$ cat src/rtl/strmove_pkg.sv
`timescale 1ns/1ps
package strmove_pkg;
  localparam int CODE_W = 8;
  localparam logic [CODE_W-1:0] REP_PREFIX = 8'hF2;
  localparam logic [CODE_W-1:0] MOVE_OPCODE = 8'hA4;

  typedef enum logic [1:0] {
    SEQ_IDLE  = 2'd0,
    SEQ_READ  = 2'd1,
    SEQ_WRITE = 2'd2
  } seq_state_e;
endpackage

$ cat src/rtl/strmove_cmd_detect.sv
`timescale 1ns/1ps
module strmove_cmd_detect import strmove_pkg::*; (
  input  logic              clk,
  input  logic              rst_n,
  input  logic              byte_valid,
  input  logic [CODE_W-1:0] byte_val,
  input  logic              engine_busy,
  output logic              start_o
);
  logic prefix_armed_q;

  // Bytes are dropped while a copy runs; a prefix then never survives it.
  always_ff @(posedge clk) begin
    if (!rst_n) begin
      prefix_armed_q <= 1'b0;
    end else if (engine_busy) begin
      prefix_armed_q <= 1'b0;
    end else if (byte_valid) begin
      prefix_armed_q <= (byte_val == REP_PREFIX);
    end
  end

  assign start_o = !engine_busy && byte_valid && prefix_armed_q &&
                   (byte_val == MOVE_OPCODE);
endmodule

$ cat src/rtl/strmove_arch_regs.sv
`timescale 1ns/1ps
module strmove_arch_regs #(
  parameter int ADDR_W = 16,
  parameter int CNT_W  = 16
)(
  input  logic              clk,
  input  logic              rst_n,
  input  logic              load,
  input  logic [ADDR_W-1:0] load_src,
  input  logic [ADDR_W-1:0] load_dst,
  input  logic [CNT_W-1:0]  load_cnt,
  input  logic              advance,
  output logic [ADDR_W-1:0] src_q,
  output logic [ADDR_W-1:0] dst_q,
  output logic [CNT_W-1:0]  cnt_q,
  output logic              last_elem
);
  function automatic logic [ADDR_W-1:0] ptr_step(input logic [ADDR_W-1:0] p);
    return p + ADDR_W'(1);
  endfunction

  function automatic logic [CNT_W-1:0] cnt_step(input logic [CNT_W-1:0] c);
    return c - CNT_W'(1);
  endfunction

  always_ff @(posedge clk) begin
    if (!rst_n) begin
      src_q <= '0;
      dst_q <= '0;
      cnt_q <= '0;
    end else if (load) begin
      src_q <= load_src;
      dst_q <= load_dst;
      cnt_q <= load_cnt;
    end else if (advance) begin
      src_q <= ptr_step(src_q);
      dst_q <= ptr_step(dst_q);
      cnt_q <= cnt_step(cnt_q);
    end
  end

  assign last_elem = (cnt_q == CNT_W'(1));
endmodule

$ cat src/rtl/strmove_seq.sv
`timescale 1ns/1ps
module strmove_seq import strmove_pkg::*; (
  input  logic clk,
  input  logic rst_n,
  input  logic start,
  input  logic start_zero,
  input  logic last_elem,
  output logic rd_en,
  output logic wr_en,
  output logic busy_o,
  output logic done_o
);
  seq_state_e state_q, state_d;
  logic       done_d;

  always_comb begin
    state_d = state_q;
    done_d  = 1'b0;
    case (state_q)
      SEQ_IDLE: begin
        if (start) begin
          if (start_zero) done_d  = 1'b1;
          else            state_d = SEQ_READ;
        end
      end
      SEQ_READ:  state_d = SEQ_WRITE;
      SEQ_WRITE: begin
        if (last_elem) begin
          state_d = SEQ_IDLE;
          done_d  = 1'b1;
        end else begin
          state_d = SEQ_READ;
        end
      end
      default: state_d = SEQ_IDLE;
    endcase
  end

  always_ff @(posedge clk) begin
    if (!rst_n) begin
      state_q <= SEQ_IDLE;
      done_o  <= 1'b0;
    end else begin
      state_q <= state_d;
      done_o  <= done_d;
    end
  end

  assign rd_en  = (state_q == SEQ_READ);
  assign wr_en  = (state_q == SEQ_WRITE);
  assign busy_o = (state_q != SEQ_IDLE);
endmodule

$ cat src/rtl/strmove_engine.sv
`timescale 1ns/1ps
module strmove_engine import strmove_pkg::*; #(
  parameter int ADDR_W = 16,
  parameter int CNT_W  = 16,
  parameter int ELEM_W = 8
)(
  input  logic              clk,
  input  logic              rst_n,
  input  logic              cmd_valid,
  input  logic [CODE_W-1:0] cmd_byte,
  input  logic [ADDR_W-1:0] init_src,
  input  logic [ADDR_W-1:0] init_dst,
  input  logic [CNT_W-1:0]  init_cnt,
  output logic [ADDR_W-1:0] mem_addr,
  output logic              mem_rd,
  output logic              mem_wr,
  output logic [ELEM_W-1:0] mem_wdata,
  input  logic [ELEM_W-1:0] mem_rdata,
  output logic              busy,
  output logic              done,
  output logic [ADDR_W-1:0] src_ptr,
  output logic [ADDR_W-1:0] dst_ptr,
  output logic [CNT_W-1:0]  count
);
  // Named internal events, also used by the bound checker.
  logic start_evt;
  logic step_evt;
  logic last_elem;
  logic rd_en;
  logic wr_en;

  strmove_cmd_detect u_detect (
    .clk         (clk),
    .rst_n       (rst_n),
    .byte_valid  (cmd_valid),
    .byte_val    (cmd_byte),
    .engine_busy (busy),
    .start_o     (start_evt)
  );

  strmove_arch_regs #(.ADDR_W(ADDR_W), .CNT_W(CNT_W)) u_regs (
    .clk       (clk),
    .rst_n     (rst_n),
    .load      (start_evt),
    .load_src  (init_src),
    .load_dst  (init_dst),
    .load_cnt  (init_cnt),
    .advance   (step_evt),
    .src_q     (src_ptr),
    .dst_q     (dst_ptr),
    .cnt_q     (count),
    .last_elem (last_elem)
  );

  strmove_seq u_seq (
    .clk        (clk),
    .rst_n      (rst_n),
    .start      (start_evt),
    .start_zero (init_cnt == '0),
    .last_elem  (last_elem),
    .rd_en      (rd_en),
    .wr_en      (wr_en),
    .busy_o     (busy),
    .done_o     (done)
  );

  assign step_evt  = wr_en;
  assign mem_rd    = rd_en;
  assign mem_wr    = wr_en;
  assign mem_addr  = wr_en ? dst_ptr : src_ptr;
  assign mem_wdata = wr_en ? mem_rdata : '0;
endmodule

$ cat config.mk
export PLATFORM = sky130hd
export DESIGN_NAME = strmove_engine
export DESIGN_NICKNAME = d
export VERILOG_FILES = /design/src/rtl/strmove_pkg.sv /design/src/rtl/strmove_cmd_detect.sv /design/src/rtl/strmove_arch_regs.sv /design/src/rtl/strmove_seq.sv /design/src/rtl/strmove_engine.sv
export SDC_FILE = /design/constraint.sdc
export NUM_CORES = 1
export LEC_CHECK = 0
export CAP_MARGIN = 20
export CORE_MARGIN = 2
export CORE_UTILIZATION = 46
export DETAILED_ROUTE_END_ITERATION = 16
export PLACE_DENSITY = 0.89
export SYNTH_ARGS = -nofsm -noshare
export SYNTH_HDL_FRONTEND = slang
export SYNTH_SLANG_ARGS = --single-unit
$ cat constraint.sdc
create_clock -name clk -period 3.7 [get_ports clk]
set_input_delay 0.37 -clock clk [delete_from_list [all_inputs] [get_ports clk]]
set_output_delay 0.37 -clock clk [all_outputs]
set_load 0.01 [all_outputs]
==> impl_metrics.toml, run 1 <==
[sta]
clock_skew_ns = 0.0165
rsz0062_at_grt = "no"
fmax_mhz = 341
hold_viol = 0
relSlewSlack = 0.397
post-route-min-period_ns = 2.93
setup_tns_ns = 0
whs_ns = 0.522
post-route-period-util = 0.793
tightest_slew_ns = 0.901
slew_violations = 0
finalSetupViolations = 0

[critical_path]
path_max_fanout = 51
cp_common_cell = "nand2_1"
cp.arrival_ns = 2.56
cp_cell_sequence = "nand2b_1, inv_4, nand2_1, nand2_1, clkdlybuf4s50_1"
rr_startpoint = "u_seq.state_q[0]$_SDFFE_PN0P_"
critPathKind = "reg -> out"
worst_path_max_delay_cell = "inv_4"
crit_path_max_incr_delay_ns = 0.57
required_ns = 3.33
worstSetupEndpointType = "output pin"
worst-path-buf-inv = 2
cp_top_family = "buffers and inverters"
crit_path_start_kind = "register"
crit_path_start = "u_seq.state_q[1]$_SDFFE_PN0P_"

[floorplanning]
start_util = 0.480
pin_count = 143
core_area_um2 = 6870
rows = 30
dieArea_um2 = 7850
die_w_um = 88.6
die_y_um = 88.6

[power]
p_leak_nw = 1.73
powerDensity_nw_per_um2 = 211
peakVddDrop_uv = 148

[cts]
cts.sinks = 52
path_clk_slew_ns = 0.11
htreeDepth = 2
cts_setup_buffers = 0
clock_path_buffers = 2
cts_buffers = 5
root_buffer = "clkbuf_8"
clk_latency_ns = 0.32
cts_tree = "done"
post_cts_resized = 0
cts_hold_buf = 0

[grt]
grtUsageTotal = 0.288
grt_pass1_wl_um = 17800
antenna_found_initial = 0
gr-total-overflow = 0
first_global_vias = 3669
grt_max_degree = 52

[placed_design]
hpwlAfterDp_um = 8280
gp_congestion = 0.952
io_buffer_count = 142

[synthesis]
yosysMostFrequentCell = "nand2_1"
ys_seq_elements = 52
synth_cell_types = 59
syn-num-nets = 495
syn_inst = 424
async_flop_share = 0
synth_common_cells = "72 x nand2_1, 52 x dfxtp_1, 28 x a21oi_1"
synth_area_um2 = 3290
seq_area_frac_synth = 0.316
synth_top_area_cell = "dfxtp_1"
netlist.area_leader.share = 0.316
yosys_most_used_dff = "dfxtp_1"
syn_area_per_cell_um2 = 7.77
ys_warn_count = 0
synth_edf_count = 0
synthTopCellsByArea = "dfxtp_1 32%, nand2_1 8.2%, a31oi_1 4.4%, a21oi_1 4.3%, nand3_1 3.5%"

[cells_and_area]
multi_input_area_um2 = 2060
syn_to_final_growth_pct = 45.8
fin_nets = 622
ff_latch_area_um2 = 1040
drive_gt1_frac = 0.0471
diodes = 0
fill_cells = 595

[drt]
routed_wl_um = 11200
vias = 3911
drtPass1Iterations = 5
routedWlPerCell_um = 17.4
drcViolationCount = 0
ant_nets = 0
via_per_inst = 6.04
first_iter_violations = 292

[worst_hold_path]
min_path_type = "reg -> reg"
holdCritStartpoint = "u_regs.cnt_q[8]$_SDFFE_PN0P_"

[job]
max-cap-violations = 0

[status]
status = "complete, no violations"
-- worst register-to-register path, stage by stage (launching register included) --
cell and delay (ns):
dfxtp_1 0.44, nand2b_1 0.60, inv_4 0.39, a31oi_1 0.67, buf_4 0.28, o21ai_0 0.10, a21oi_1 0.15
-- sequential cells by signal, summed over array words and instances (netlist names) --
signal,count
u_regs.cnt_q,16
u_regs.dst_q,16
u_detect.prefix_armed_q,1
u_seq.done_o,1
u_seq.state_q,2
u_regs.src_q,16
-- per-stage QoR --
step / setup WS, ns / cell area (um^2) / utilization / power, mW / instances
finish: 0.766 / 4800 / 0.699 / 1.02 / 648
global route: 0.542 / 4800 / 0.699 / 1.04 / 648
CTS: 0.743 / 4800 / 0.699 / 1.01 / 648
detailed placement: 1.02 / 4710 / 0.685 / 0.667 / 640
global placement: 1.12 / 4710 / 0.685 / 0.667 / 640
floorplan: 1.98 / 3290 / - / 0.587 / 424
-- layer usage --
layer  vias to the layer above  share of wire  track usage
met4                         0          0.017        0.102
met5                         -              0            0
li1                       1850              -            -
met3                        16          0.086       0.0616
met1                      1825           0.41        0.368
met2                       220           0.49        0.478
-- worst paths after layout --
kind,slack [ns],depth (start not counted),to
hold reg to reg,0.52,2,u_regs.cnt_q[8]$_SDFFE_PN0P_
setup reg to reg,1.00,6,u_regs.src_q[2]$_SDFFE_PN0P_
setup / recovery,0.77,5,mem_addr[15]
hold / removal,0.52,2,u_regs.cnt_q[8]$_SDFFE_PN0P_
-- layout make-up --
class	instances	share of cell area
Multi-Input combinational cell	339	0.429
Clock inverter	2	0.00286
Tap cell	96	0.0250
Clock buffer	6	0.0172
Sequential cell	52	0.217
Inverter	5	0.00443
Timing Repair Buffer	148	0.305
-- power by group --
| part | internal (mW) | switching, mW |
|---|---|---|
| logic | 0.0663 | 0.0295 |
| registers | 0.559 | 0.0000125 |
| clock network | 0.154 | 0.206 |
| total | 0.779 | 0.236 |
-- cells by family (layout without fill, tap and decap cells) --
kind of cell / after synthesis / count (layout) / synth area share
flip-flops: 52 / 52 / 0.316
adder cells (fa/ha/maj): 4 / 4 / 0.0152
multiplexers: 4 / 4 / 0.0122
AO/OA/AOI/OAI: 114 / 114 / 0.228
AND/OR/NAND/NOR: 209 / 209 / 0.348
XOR/XNOR: 8 / 8 / 0.0213
buffers and inverters: 33 / 161 / 0.0589
-- layout by cell type, fill, tap and decap left out, drive strengths merged, types with 12 or more instances in the layout --
cell	count
a21oi	28
a31oi	23
and2	17
clkdlybuf4s50	142
dfxtp	52
nand2	72
nand3	26
nand4	14
nor2	23
o211ai	13
o21ai	14
or3	12
Power figures use the tool's default switching activity.
==> run 2, diff against run 1 <==
--- a/config.mk
+++ b/config.mk
@@ -7,9 +7,9 @@
 export LEC_CHECK = 0
 export CAP_MARGIN = 20
 export CORE_MARGIN = 2
-export CORE_UTILIZATION = 46
+export CORE_UTILIZATION = 43
 export DETAILED_ROUTE_END_ITERATION = 16
-export PLACE_DENSITY = 0.89
+export PLACE_DENSITY = 0.84
 export SYNTH_ARGS = -nofsm -noshare
 export SYNTH_HDL_FRONTEND = slang
 export SYNTH_SLANG_ARGS = --single-unit
==> constraint.sdc (replaced) <==
create_clock -name clk -period 3 [get_ports clk]
set_input_delay 0.3 -clock clk [delete_from_list [all_inputs] [get_ports clk]]
set_output_delay 0.3 -clock clk [all_outputs]
set_load 0.01 [all_outputs]
==> impl_metrics.toml, run 2 (same netlist as run 1, synthesis figures left out) <==
[power]
intPower_mw = 0.960
p_comb_frac = 0.096
clkPwrFrac = 0.355
swShare = 0.235
p_seq_frac = 0.549
power.switching_mw = 0.296
p_total_mw = 1.26
p_leak_nw = 1.75
powerDensity_nw_per_um2 = 259
peakVddDrop_uv = 162

[cts]
clk_latency_ns = 0.32
clock_path_buffers = 2
cts_hold_buf = 0
htreeDepth = 2
post_cts_resized = 0
root_buffer = "clkbuf_8"
cts_buffers = 5
cts_setup_buffers = 0
cts.sinks = 52
cts_tree = "done"
path_clk_slew_ns = 0.10

[placed_design]
hpwlAfterDp_um = 8680
io_buffer_count = 142
gp_congestion = 0.873

[floorplanning]
core_area_um2 = 7330
die_w_um = 91.5
dieArea_um2 = 8380
die_y_um = 91.5
pin_count = 143
rows = 31
start_util = 0.449

[critical_path]
cp.arrival_ns = 2.27
path_max_fanout = 51
crit_path_start = "u_seq.state_q[1]$_SDFFE_PN0P_"
rr_startpoint = "u_seq.state_q[1]$_SDFFE_PN0P_"
crit_path_start_kind = "register"
worstSetupEndpointType = "output pin"
critPathKind = "reg -> out"
required_ns = 2.70

[drt]
ant_nets = 0
routed_wl_um = 11800
drcViolationCount = 0
routedWlPerCell_um = 18.0
vias = 3997
via_per_inst = 6.09
first_iter_violations = 320
drtPass1Iterations = 5

[grt]
grtUsageTotal = 0.278
grt_max_degree = 52
antenna_found_initial = 0
first_global_vias = 3809
gr-total-overflow = 0
grt_pass1_wl_um = 19100

[sta]
tightest_slew_ns = 0.820
rsz0062_at_grt = "no"
clock_skew_ns = 0.0138
fmax_mhz = 389
finalSetupViolations = 0
post-route-period-util = 0.856
setup_tns_ns = 0
post-route-min-period_ns = 2.57
relSlewSlack = 0.452
slew_violations = 0
hold_viol = 0

[cells_and_area]
final_cell_mix = "142 x clkdlybuf4s50_1, 72 x nand2_1, 52 x dfxtp_1, 28 x a21oi_1"
top_regs = "u_regs.cnt_q: 16 flops, u_regs.dst_q: 16 flops, u_regs.src_q: 16 flops"
fin_nets = 627
drive_gt1_frac = 0.0557
diodes = 0
layout_commonest_cell = "clkdlybuf4s50_1"
syn_to_final_growth_pct = 47.1

[job]
max-cap-violations = 0

[worst_hold_path]
holdCritStartpoint = "u_regs.cnt_q[8]$_SDFFE_PN0P_"
min_path_type = "reg -> reg"

[status]
status = "complete, no violations"
## run 2: cell count changes in the layout (fill, tap and decap cells not counted), sizes merged
| cell | before | now |
|---|---|---|
| clkinvlp | 0 | 2 |
| clkinv | 1 | 0 |
| buf | 6 | 11 |
| inv | 6 | 5 |
## run 2: power by group through the flow
stage	Clock, mW	Sequential, mW	Combinational (mW)
after CTS	0.438	0.690	0.119
after global placement	0	0.706	0.118
final	0.446	0.690	0.120
after floorplan	0	0.706	0.0177
after detailed placement	0	0.706	0.118
after global routing	0.467	0.690	0.126
## run 2: area by class of cell
| class | instances | area, um^2 |
|---|---|---|
| well taps | 99 | 124 |
| fillers | 617 | 2480 |
| clock inverters | 2 | 15.0 |
| inverters | 5 | 21.3 |
| multi-input cells | 339 | 2060 |
| flip-flops and latches | 52 | 1040 |
| repair buffers | 153 | 1500 |
| clock buffers | 6 | 82.6 |
## run 2: metal layers
metal / vias to the layer above / wire (um) / GRT usage
met5: - / 0 / 0
met4: 0 / 238 / 0.0833
met3: 18 / 1140 / 0.0614
met2: 241 / 5650 / 0.469
met1: 1878 / 4800 / 0.354
li1: 1860 / - / -
## run 2: final timing paths
path	to	slack, ns	cells past startpoint
hold reg to reg	u_regs.cnt_q[8]$_SDFFE_PN0P_	0.52	2
setup reg to reg	u_regs.cnt_q[5]$_SDFFE_PN0P_	0.79	5
hold / removal	u_regs.cnt_q[8]$_SDFFE_PN0P_	0.52	2
setup / recovery	mem_addr[15]	0.43	5
## run 2: worst max-delay path, stage by stage (launching register included)
cell and delay (ns):
dfxtp_1 0.52, nand2b_1 0.19, inv_4 0.44, nand2_1 0.16
nand2_1 0.10, clkdlybuf4s50_1 0.53
## run 2: metrics by stage
step / std cells / worst slack (ns) / util / area [um^2] / hold WS [ns]
after floorplan: 424 / 1.35 / - / 3290 / 0.422
after global placement: 648 / 0.842 / 0.648 / 4750 / 0.496
after detailed placement: 648 / 0.753 / 0.648 / 4750 / 0.505
after CTS: 656 / 0.488 / 0.661 / 4850 / 0.516
after global routing: 656 / 0.328 / 0.661 / 4850 / 0.542
final: 656 / 0.432 / 0.661 / 4850 / 0.517
==> run 3, diff against run 2 <==
--- a/config.mk
+++ b/config.mk
@@ -7,9 +7,11 @@
 export LEC_CHECK = 0
 export CAP_MARGIN = 20
 export CORE_MARGIN = 2
-export CORE_UTILIZATION = 43
+export CORE_UTILIZATION = 44
+export CTS_BUF_LIST = sky130_fd_sc_hd__clkbuf_4
+export CTS_CLUSTER_SIZE = 25
 export DETAILED_ROUTE_END_ITERATION = 16
-export PLACE_DENSITY = 0.84
+export PLACE_DENSITY = 0.86
 export SYNTH_ARGS = -nofsm -noshare
 export SYNTH_HDL_FRONTEND = slang
 export SYNTH_SLANG_ARGS = --single-unit
==> impl_metrics.toml, run 3 (same netlist as run 1, synthesis figures left out) <==
[floorplanning]
die_w_um = 90.5
dieArea_um2 = 8200
start_util = 0.454
rows = 31
core_area_um2 = 7250
die_y_um = 90.5
pin_count = 143

[critical_path]
rr_startpoint = "u_seq.state_q[1]$_SDFFE_PN0P_"
r2r_cells = 6
required_ns = 2.70
crit_path_start_kind = "register"
timing.rr.end = "u_regs.cnt_q[5]$_SDFFE_PN0P_"
critPathCapture = "mem_addr[14]"
crit_path_start = "u_seq.state_q[0]$_SDFFE_PN0P_"
cp.arrival_ns = 2.36
critPathKind = "reg -> out"
worst-r2r-setup-slack_ns = 0.87
worstSetupEndpointType = "output pin"
path_max_fanout = 41

[placed_design]
detailed_place.area_um2 = 4760
io_buffer_count = 142
gp_congestion = 0.922
hpwlAfterDp_um = 8400

[cts]
cts_tree = "done"
cts_hold_buf = 0
clock_path_buffers = 2
cts_buffers = 5
clk_latency_ns = 0.37
post_cts_resized = 0
cts_setup_buffers = 0
htreeDepth = 2
path_clk_slew_ns = 0.15
root_buffer = "clkbuf_4"
cts.sinks = 52

[sta]
clock_skew_ns = 0.0120
post-route-min-period_ns = 2.66
setup_tns_ns = 0
relSlewSlack = 0.577
slew_violations = 0
post-route-period-util = 0.888
finalSetupViolations = 0
tightest_slew_ns = 0.629
fmax_mhz = 375
hold_viol = 0
rsz0062_at_grt = "no"

[cells_and_area]
utilization = 0.663
syn_to_final_growth_pct = 45.9
multi_input_area_um2 = 2060
drive_gt1_frac = 0.0557
fill_cells = 623
design_area_um2 = 4810
fin_nets = 628
top_regs = "u_regs.cnt_q: 16 flops, u_regs.dst_q: 16 flops, u_regs.src_q: 16 flops"
ff_latch_area_um2 = 1040
final_cell_mix = "142 x clkdlybuf4s50_1, 72 x nand2_1, 52 x dfxtp_1, 28 x a21oi_1"
layout_commonest_cell = "clkdlybuf4s50_1"
diodes = 0

[drt]
ant_nets = 0
drcViolationCount = 0
vias = 3946
first_iter_violations = 301
routed_wl_um = 11300
routedWlPerCell_um = 17.2
via_per_inst = 6.02
drtPass1Iterations = 5

[worst_hold_path]
whs_path_depth = 3
min_path_type = "in -> reg"

[grt]
gr-total-overflow = 0
grt_max_degree = 42
grt_pass1_wl_um = 18200
grtUsageTotal = 0.267
first_global_vias = 3651
antenna_found_initial = 0

[job]
max-cap-violations = 0

[power]
p_leak_nw = 1.74
powerDensity_nw_per_um2 = 233
peakVddDrop_uv = 161

[status]
status = "complete, no violations"
## run 3: changes by cell type in the layout (fill, tap and decap cells not counted)
cell	previous run	this run
buf_4	11	12
clkinv_2	0	1
clkbuf_4	0	6
clkbuf_8	6	0
clkinvlp_4	2	0
## run 3: worst min path at each step
| stage | start | end |
|---|---|---|
| 2_1_floorplan | rst_n | u_seq.state_q[1]$_SDFFE_PN0P_ |
| 3_3_place_gp | u_regs.cnt_q[8]$_SDFFE_PN0P_ | u_regs.cnt_q[8]$_SDFFE_PN0P_ |
| 3_5_place_dp | u_regs.cnt_q[8]$_SDFFE_PN0P_ | u_regs.cnt_q[8]$_SDFFE_PN0P_ |
| 4_1_cts | init_dst[12] | u_regs.dst_q[12]$_SDFFE_PN0P_ |
| 5_1_grt | init_src[8] | u_regs.src_q[8]$_SDFFE_PN0P_ |
| 6_report | init_src[8] | u_regs.src_q[8]$_SDFFE_PN0P_ |
## run 3: worst max-delay path, cell delays in order (launching register included)
cell             delay [ns]
dfxtp_1                0.51
nand2b_1               0.22
buf_4                  0.41
and2_1                 0.21
a21o_1                 0.11
clkdlybuf4s50_1        0.53
## run 3: layout make-up
class / count / share of cell area
inverters: 5 / 0.00442
clock buffers: 6 / 0.00937
clock inverters: 1 / 0.00104
well taps: 99 / 0.0258
flip-flops and latches: 52 / 0.217
multi-input cells: 339 / 0.428
repair buffers: 154 / 0.314
## run 3: metrics by stage
stage	power [mW]	std cells	hold WS [ns]	setup slack, ns
2_1_floorplan	0.723	424	0.422	1.35
4_1_cts	1.13	656	0.472	0.370
3_5_place_dp	0.823	649	0.509	0.698
3_3_place_gp	0.823	649	0.494	0.753
5_1_grt	1.15	656	0.503	0.237
6_report	1.12	656	0.480	0.336
## run 3: metal layers
layer	global-route usage	part of all wire	vias to the layer above
met5	0	0	-
met4	0.0846	0.020	0
met3	0.0476	0.084	20
met2	0.447	0.48	233
met1	0.350	0.42	1828
li1	-	-	1865
## run 3: power by group
part / internal [mW] / switching, mW / leakage [nW]
registers: 0.691 / 0.0000185 / 0.419
clock network: 0.0960 / 0.216 / 0.0315
logic: 0.0827 / 0.0361 / 1.29
total: 0.869 / 0.252 / 1.74
